$ cat config.mk
export PLATFORM = sky130hd
export DESIGN_NAME = flash_ctl_reg
export DESIGN_NICKNAME = d
export VERILOG_FILES = /design/src/rtl/flash_ctl_pkg.sv /design/src/rtl/flash_ctl_decode.sv /design/src/rtl/flash_ctl_bits.sv /design/src/rtl/flash_ctl_seq.sv /design/src/rtl/flash_ctl_reg.sv
export SDC_FILE = /design/constraint.sdc
export NUM_CORES = 1
export LEC_CHECK = 0
export CAP_MARGIN = 30
export CORE_MARGIN = 1.5
export CORE_UTILIZATION = 30
export CTS_CLUSTER_DIAMETER = 150
export DETAILED_ROUTE_END_ITERATION = 10
export HOLD_SLACK_MARGIN = 0.08
export PLACE_DENSITY = 0.93
export SLEW_MARGIN = 40
export SYNTH_ARGS = -nofsm -noshare
export SYNTH_HDL_FRONTEND = slang
export SYNTH_SLANG_ARGS = --single-unit
$ cat constraint.sdc
create_clock -name clk -period 2.8 [get_ports clk]
set_clock_uncertainty 0.2 [all_clocks]
set_input_delay 0.84 -clock clk [delete_from_list [all_inputs] [get_ports clk]]
set_output_delay 0.84 -clock clk [all_outputs]
set_load 0.01 [all_outputs]
$ cat src/rtl/flash_ctl_pkg.sv
package flash_ctl_pkg;
    typedef enum logic [1:0] {
        ST_IDLE,
        ST_ARMED,
        ST_LATCHED,
        ST_HIGHV
    } seq_state_e;

    localparam int BIT_HV    = 3;
    localparam int BIT_MASS  = 2;
    localparam int BIT_ERASE = 1;
    localparam int BIT_PROG  = 0;
    localparam int IMPL_BITS = 4;
endpackage

$ cat src/rtl/flash_ctl_decode.sv
module flash_ctl_decode #(
    parameter int              ADDR_W   = 16,
    parameter logic [ADDR_W-1:0] REG_ADDR = 16'hFF88,
    parameter logic [ADDR_W-1:0] ARRAY_LO = 16'h8000,
    parameter logic [ADDR_W-1:0] ARRAY_HI = 16'hFDFF
) (
    input  logic [ADDR_W-1:0] addr,
    input  logic              we,
    output logic              reg_sel,
    output logic              reg_wr,
    output logic              array_wr
);
    always_comb begin
        reg_sel  = (addr == REG_ADDR);
        reg_wr   = we && reg_sel;
        array_wr = we && (addr >= ARRAY_LO) && (addr <= ARRAY_HI);
    end
endmodule

$ cat src/rtl/flash_ctl_bits.sv
module flash_ctl_bits (
    input  logic clk,
    input  logic rst_n,
    input  logic reg_wr,
    input  logic wr_mass,
    input  logic wr_erase,
    input  logic wr_prog,
    output logic accept,
    output logic sel_mass,
    output logic sel_erase,
    output logic sel_prog
);
    // interlock: program and erase together is refused outright
    always_comb accept = reg_wr && !(wr_erase && wr_prog);

    always_ff @(posedge clk or negedge rst_n) begin
        if (!rst_n) begin
            sel_mass  <= 1'b0;
            sel_erase <= 1'b0;
            sel_prog  <= 1'b0;
        end else if (accept) begin
            sel_mass  <= wr_mass;
            sel_erase <= wr_erase;
            sel_prog  <= wr_prog;
        end
    end
endmodule

$ cat src/rtl/flash_ctl_seq.sv
module flash_ctl_seq
    import flash_ctl_pkg::*;
(
    input  logic clk,
    input  logic rst_n,
    input  logic accept,
    input  logic new_sel,
    input  logic hv_req,
    input  logic array_wr,
    output logic hv
);
    seq_state_e state, nxt;

    always_ff @(posedge clk or negedge rst_n) begin
        if (!rst_n) state <= ST_IDLE;
        else        state <= nxt;
    end

    always_comb begin
        nxt = state;
        unique case (state)
            ST_IDLE: begin
                if (accept && new_sel) nxt = ST_ARMED;
            end
            ST_ARMED: begin
                if (accept)        nxt = new_sel ? ST_ARMED : ST_IDLE;
                else if (array_wr) nxt = ST_LATCHED;
            end
            ST_LATCHED, ST_HIGHV: begin
                if (accept) begin
                    if (!new_sel)    nxt = ST_IDLE;
                    else if (hv_req) nxt = ST_HIGHV;
                    else             nxt = ST_LATCHED;
                end
            end
            default: nxt = ST_IDLE;
        endcase
    end

    always_comb hv = (state == ST_HIGHV);
endmodule

$ cat src/rtl/flash_ctl_reg.sv
module flash_ctl_reg
    import flash_ctl_pkg::*;
#(
    parameter int                ADDR_W   = 16,
    parameter int                DATA_W   = 8,
    parameter logic [ADDR_W-1:0] REG_ADDR = 16'hFF88,
    parameter logic [ADDR_W-1:0] ARRAY_LO = 16'h8000,
    parameter logic [ADDR_W-1:0] ARRAY_HI = 16'hFDFF
) (
    input  logic              clk,
    input  logic              rst_n,
    input  logic [ADDR_W-1:0] bus_addr,
    input  logic              bus_we,
    input  logic [DATA_W-1:0] bus_wdata,
    output logic [DATA_W-1:0] bus_rdata,
    output logic              op_prog,
    output logic              op_page_erase,
    output logic              op_mass_erase,
    output logic              pump_on,
    output logic              array_hv
);
    localparam int PAD_W = DATA_W - IMPL_BITS;

    logic reg_sel, reg_wr, array_wr, accept;
    logic sel_mass, sel_erase, sel_prog, hv;

    flash_ctl_decode #(
        .ADDR_W(ADDR_W), .REG_ADDR(REG_ADDR),
        .ARRAY_LO(ARRAY_LO), .ARRAY_HI(ARRAY_HI)
    ) u_dec (
        .addr(bus_addr), .we(bus_we),
        .reg_sel(reg_sel), .reg_wr(reg_wr), .array_wr(array_wr)
    );

    flash_ctl_bits u_bits (
        .clk(clk), .rst_n(rst_n), .reg_wr(reg_wr),
        .wr_mass(bus_wdata[BIT_MASS]), .wr_erase(bus_wdata[BIT_ERASE]),
        .wr_prog(bus_wdata[BIT_PROG]), .accept(accept),
        .sel_mass(sel_mass), .sel_erase(sel_erase), .sel_prog(sel_prog)
    );

    flash_ctl_seq u_seq (
        .clk(clk), .rst_n(rst_n), .accept(accept),
        .new_sel(bus_wdata[BIT_ERASE] || bus_wdata[BIT_PROG]),
        .hv_req(bus_wdata[BIT_HV]), .array_wr(array_wr), .hv(hv)
    );

    always_comb begin
        bus_rdata     = reg_sel ? {{PAD_W{1'b0}}, hv, sel_mass, sel_erase, sel_prog}
                                : '0;
        op_prog       = sel_prog;
        op_page_erase = sel_erase && !sel_mass;
        op_mass_erase = sel_erase && sel_mass;
        pump_on       = hv;
        array_hv      = hv;
    end
endmodule

After elaboration in Yosys (flattened, before gate mapping)

Cells that the tools add are included.
Widths: inputs -> output; s select.

Equal/unequal tests: 7
Muxes and demuxes: 9
Reductions and logical operators: 14
Magnitude comparators: 2

Operators by type and width:

| cell                 | count |
|---|---|
| $eq 16x16->1 const B | 1 |
| $ge 16x16->1 const B | 1 |
| $le 16x16->1 const B | 1 |
| $mux 2               | 5 |
| $logic_and 1x1->1    | 8 |
| $pmux 2 s3           | 1 |
| $eq 2x2->1 const B   | 2 |
| $mux 4               | 1 |
| $ne 2x1->1 const B   | 2 |
| $ne 3x2->1 const B   | 1 |
| $reduce_and 3->1     | 1 |
| $eq 2x1->1 const B   | 1 |
| $logic_not 1->1      | 2 |
| $logic_not 2->1      | 1 |
| $mux 1               | 2 |
| $reduce_or 2->1      | 1 |
| $logic_or 1x1->1     | 1 |

Output and inout port bits: 13
Flip-flop bits (word level): 5
Bits of input ports: 27

Depth between registers and ports, before layout

Word-level depth: 6
Gate-level depth with buffers: 4

By module

From an unflattened synthesis, not the netlist that was laid out.

Cell total of the unflattened synthesis: 42
Area, all modules: 392.9 µm²

Modules (own cells, without submodules):

| module           | area an instance (µm²) | cells an instance | instances |
|---|---|---|---|
| flash_ctl_bits   | 137.6                  | 10                | 1 |
| flash_ctl_seq    | 106.4                  | 11                | 1 |
| flash_ctl_reg    | 85.1                   | 13                | 1 |
| flash_ctl_decode | 63.8                   | 8                 | 1 |

Least setup slack after synthesis

No wires, ideal clock.

Kind: input to output
From: input bus_addr[1]
To: output bus_rdata[0]
Cell stages on the path: 4
Setup slack: 0.200 ns
Data required time: 1.760 ns
Data arrival time: 1.560 ns
Cells stage by stage: nor4_2 nand2_1 and3b_2 and2_1

Cells in the longest elaborated chain, start to end: 2

RTL lines:

| what            | RTL line               | text |
|---|---|---|
| start, declared | flash_ctl_reg.sv:12    | `input logic [ADDR_W-1:0] bus_addr,` |
| $eq 16x16->1    | flash_ctl_decode.sv:14 | `reg_sel = (addr == REG_ADDR);` |
| $mux 4          | flash_ctl_reg.sv:49    | `bus_rdata = reg_sel ? {{PAD_W{1'b0}}, hv, sel_mass, sel_erase, sel_prog}` |
| end, declared   | flash_ctl_reg.sv:15    | `output logic [DATA_W-1:0] bus_rdata,` |

Every way passes these cells.

Worst setup path in the final report

From: input bus_addr[0]
To: output bus_rdata[2]

The elaborated chain is that of the path after synthesis.

==> results_dict.tcl <==
set metrics [dict create \
    fp.coreArea_mm2 0.001171 \
    drt_first_pass_iters 5 \
    p_switching_uw 48.35 \
    layout.cells.most_common "sky130_fd_sc_hd__dlygate4sd2_1" \
    drt_iter0_drc 6 \
    worst_path_bufs_invs 2 \
    start_util_pct 33.65 \
    floorplan.die.height_um 39.25 \
    mappedNetlistArea_um2 394.1 \
    htree_num_levels 1 \
    regToRegSetupSlack_ns 1.70 \
    ratio_of_cells_with_drive_above_1_in_the_final_layout_pct 37.80 \
    detail_route.vias_per_cell 4.677 \
    remaining_drc_errors 0 \
    most-common-layout-cells "12 x sky130_fd_sc_hd__dlygate4sd2_1, 11 x sky130_fd_sc_hd__clkdlybuf4s50_1, 8 x sky130_fd_sc_hd__buf_4" \
    insertion_delay_of_the_later_clocked_pin_in_the_worst_skew_pair_ns 0.25 \
    routed_len_inst_um 12.78 \
    path_max_fanout 4 \
    setup_ws_ns -0.04748 \
    io_buf_count 31 \
    rsz0062_at_grt "true" \
    detailroute.via_count 449 \
    finalCriticalPeriod_ns 2.847 \
    crit_chain "buf_6 > nor4_4 > nand2_1 > and3b_2 > and2_1 > buf_2" \
    report.final.setup_viol 4 \
    finalCoreUtilization_pct 67.74 \
    grt_antenna_before_repair 0 \
    critPathArrivalTime_ns 1.81 \
    row_count 12 \
    yosysSeqAreaShare_pct 31.75 \
    grt_max_degree 6 \
    cts-root-to-sink-buffers 2 \
    power.share.combinational_pct 20.8 \
    layout.nets 110 \
    min_delay_path_depth 1 \
    grt_pass1_wl_mm 1.835 \
    worst-setup-path-type "input pin to output port" \
    cts_root_buf "sky130_fd_sc_hd__clkbuf_4" \
    cts_buffers 3 \
    power_density_mw_per_mm2 252.7 \
    clock_power_share_pct 43.0 \
    worst-endpoint-required_ns 1.76 \
    synth_area_per_cell_um2 10.11 \
    failed_checks "setup timing" \
    synth_cell_types 21 \
    globalplace.congestion 0.7450 \
    crit_slowest_cell "sky130_fd_sc_hd__and3b_2" \
    layout_worst_path_cycle_share_pct 101.7 \
    grt_pass1_vias 442 \
    ioPinCount 40 \
    cts_tree "built" \
    report.final.hold_viol_count 0 \
    cts_hold_buf 0 \
    maxCapViolations 0 \
    clk_transition_reported_paths_ns 0.04 \
    finalWirelength_mm 1.227 \
    finalMaxSlewViolations 0 \
    pwr-share-seq_pct 36.2 \
    synth_top_cell_by_area "sky130_fd_sc_hd__dfrtp_1" \
    critical-path-max-stage-delay_ns 0.27 \
    fmax_ghz 0.3512 \
    critical-path-top-delay-family "simple AND/OR/NAND/NOR gates" \
    overflow 0 \
    layout-area-overhead-vs-synth_pct 101.3 \
    synth_top_area_share_pct 31.75 \
    leakage_uw 0.0004162 \
    synthesis.yosys.warnings 0 \
    p_int_uw 152.1 \
    totalNegativeSetupSlack_ns -0.1426 \
    clkSinkCount 5 \
    switching_share_pct 24.12 \
    floorplan.die_area_mm2 0.001540 \
    timing.critical_path.from_type "input pin" \
    worst-r2r-cell-count 3 \
    routed_antenna_nets 0 \
    globalRouteTotalUtil_pct 19.26 \
    hp-class "flop to flop" \
    holdCritStartpoint "u_bits.sel_mass" \
    timing.rr.start "u_seq.state[0]" \
    fp.dieW_um 39.25 \
    ffs_latches_synth 5 \
    setup.worst_path.end_class "output port" \
    yosys-top-cells-area "sky130_fd_sc_hd__dfrtp_1 32%, sky130_fd_sc_hd__mux2_4 11%, sky130_fd_sc_hd__buf_4 9.5%" \
    n_antenna_cell 0 \
    worst_r2r_endpoint "u_seq.state[1]" \
    min_to "u_bits.sel_mass" \
    total_power_uw 200.5 \
    postSynthCellCount 39 \
    peakVddDrop_mv 0.3272 \
    outcome "finished with violations" \
]
-- synthesized netlist by cell type, drive strengths merged --
cell type  count
a21boi         1
and2           5
and3           1
and3b          1
buf            5
conb           1
dfrtp          5
inv            2
mux2           3
mux2i          1
nand2          2
nand3          1
nand4          1
nand4b         1
nor2           3
nor2b          1
nor4           1
o22ai          1
o31a           1
o31ai          2
-- state kept, by name (all words and copies together) (netlist names) --
register and cells:
u_bits.sel_erase 1, u_bits.sel_mass 1, u_bits.sel_prog 1, u_seq.state 2
-- timing repair --
action,4_1_cts,5_1_grt
gates resized for setup,47,5
endpoints found under the setup margin,4,8
pin swaps,11,4
gates cloned,0,0
setup buffers,8,0
-- through the flow --
stage	area, um^2	cells	hold slack [ns]	setup slack [ns]
floorplan	405.4	42	0.3023	0.1996
global placement	718.2	85	0.3289	-0.7425
detailed placement	718.2	85	0.3273	-0.7968
CTS	782.0	97	0.3419	-0.03028
global route	793.3	96	0.3786	-0.1138
finish	793.3	96	0.3563	-0.04748
-- per-layer routing --
layer,track usage (%),routed length [um],up-vias
met4,5.172,0,0
li1,-,-,215
met2,35.42,700,31
met3,13.29,153,0
met5,0,0,-
met1,16.38,372,203
-- final cells by class --
class / instances / area, um^2
fill: 108 / 377.9
sequential: 5 / 125.1
timing repair buffer: 41 / 362.8
tap: 14 / 17.52
clock buffer: 4 / 26.28
inverter: 2 / 7.507
multi-input combinational: 30 / 254.0
-- logic make-up after synthesis --
family          count (synthesis)  synth area share [%]
compound gates                  5                 9.525
buf+inv                         7                 11.43
flops                           5                 31.75
mux                             4                 13.97
other cells                     1                0.9515
simple gates                   17                 32.38
-- power groups by stage --
stage / clock (uW) / sequential, uW / combinational, uW
2_1_floorplan: 0 / 73.6 / 11.9
3_3_place_gp: 0 / 73.6 / 43.3
3_5_place_dp: 0 / 73.6 / 44.1
4_1_cts: 85.9 / 72.6 / 39.1
5_1_grt: 98.4 / 72.4 / 44.9
6_report: 86.1 / 72.6 / 41.8
-- how the worst max path moves through the flow --
| stage | start | to | slack [ns] | cells after the start |
|---|---|---|---|---|
| floorplan | bus_addr[1] | bus_rdata[0] | 0.20 | 4 |
| global placement | bus_addr[1] | bus_rdata[0] | -0.74 | 6 |
| detailed placement | bus_addr[1] | bus_rdata[0] | -0.80 | 6 |
| CTS | bus_addr[5] | bus_rdata[1] | -0.03 | 6 |
| global route | bus_addr[0] | bus_rdata[3] | -0.11 | 6 |
| finish | bus_addr[0] | bus_rdata[2] | -0.05 | 6 |
(Power assumes the default switching activity.)
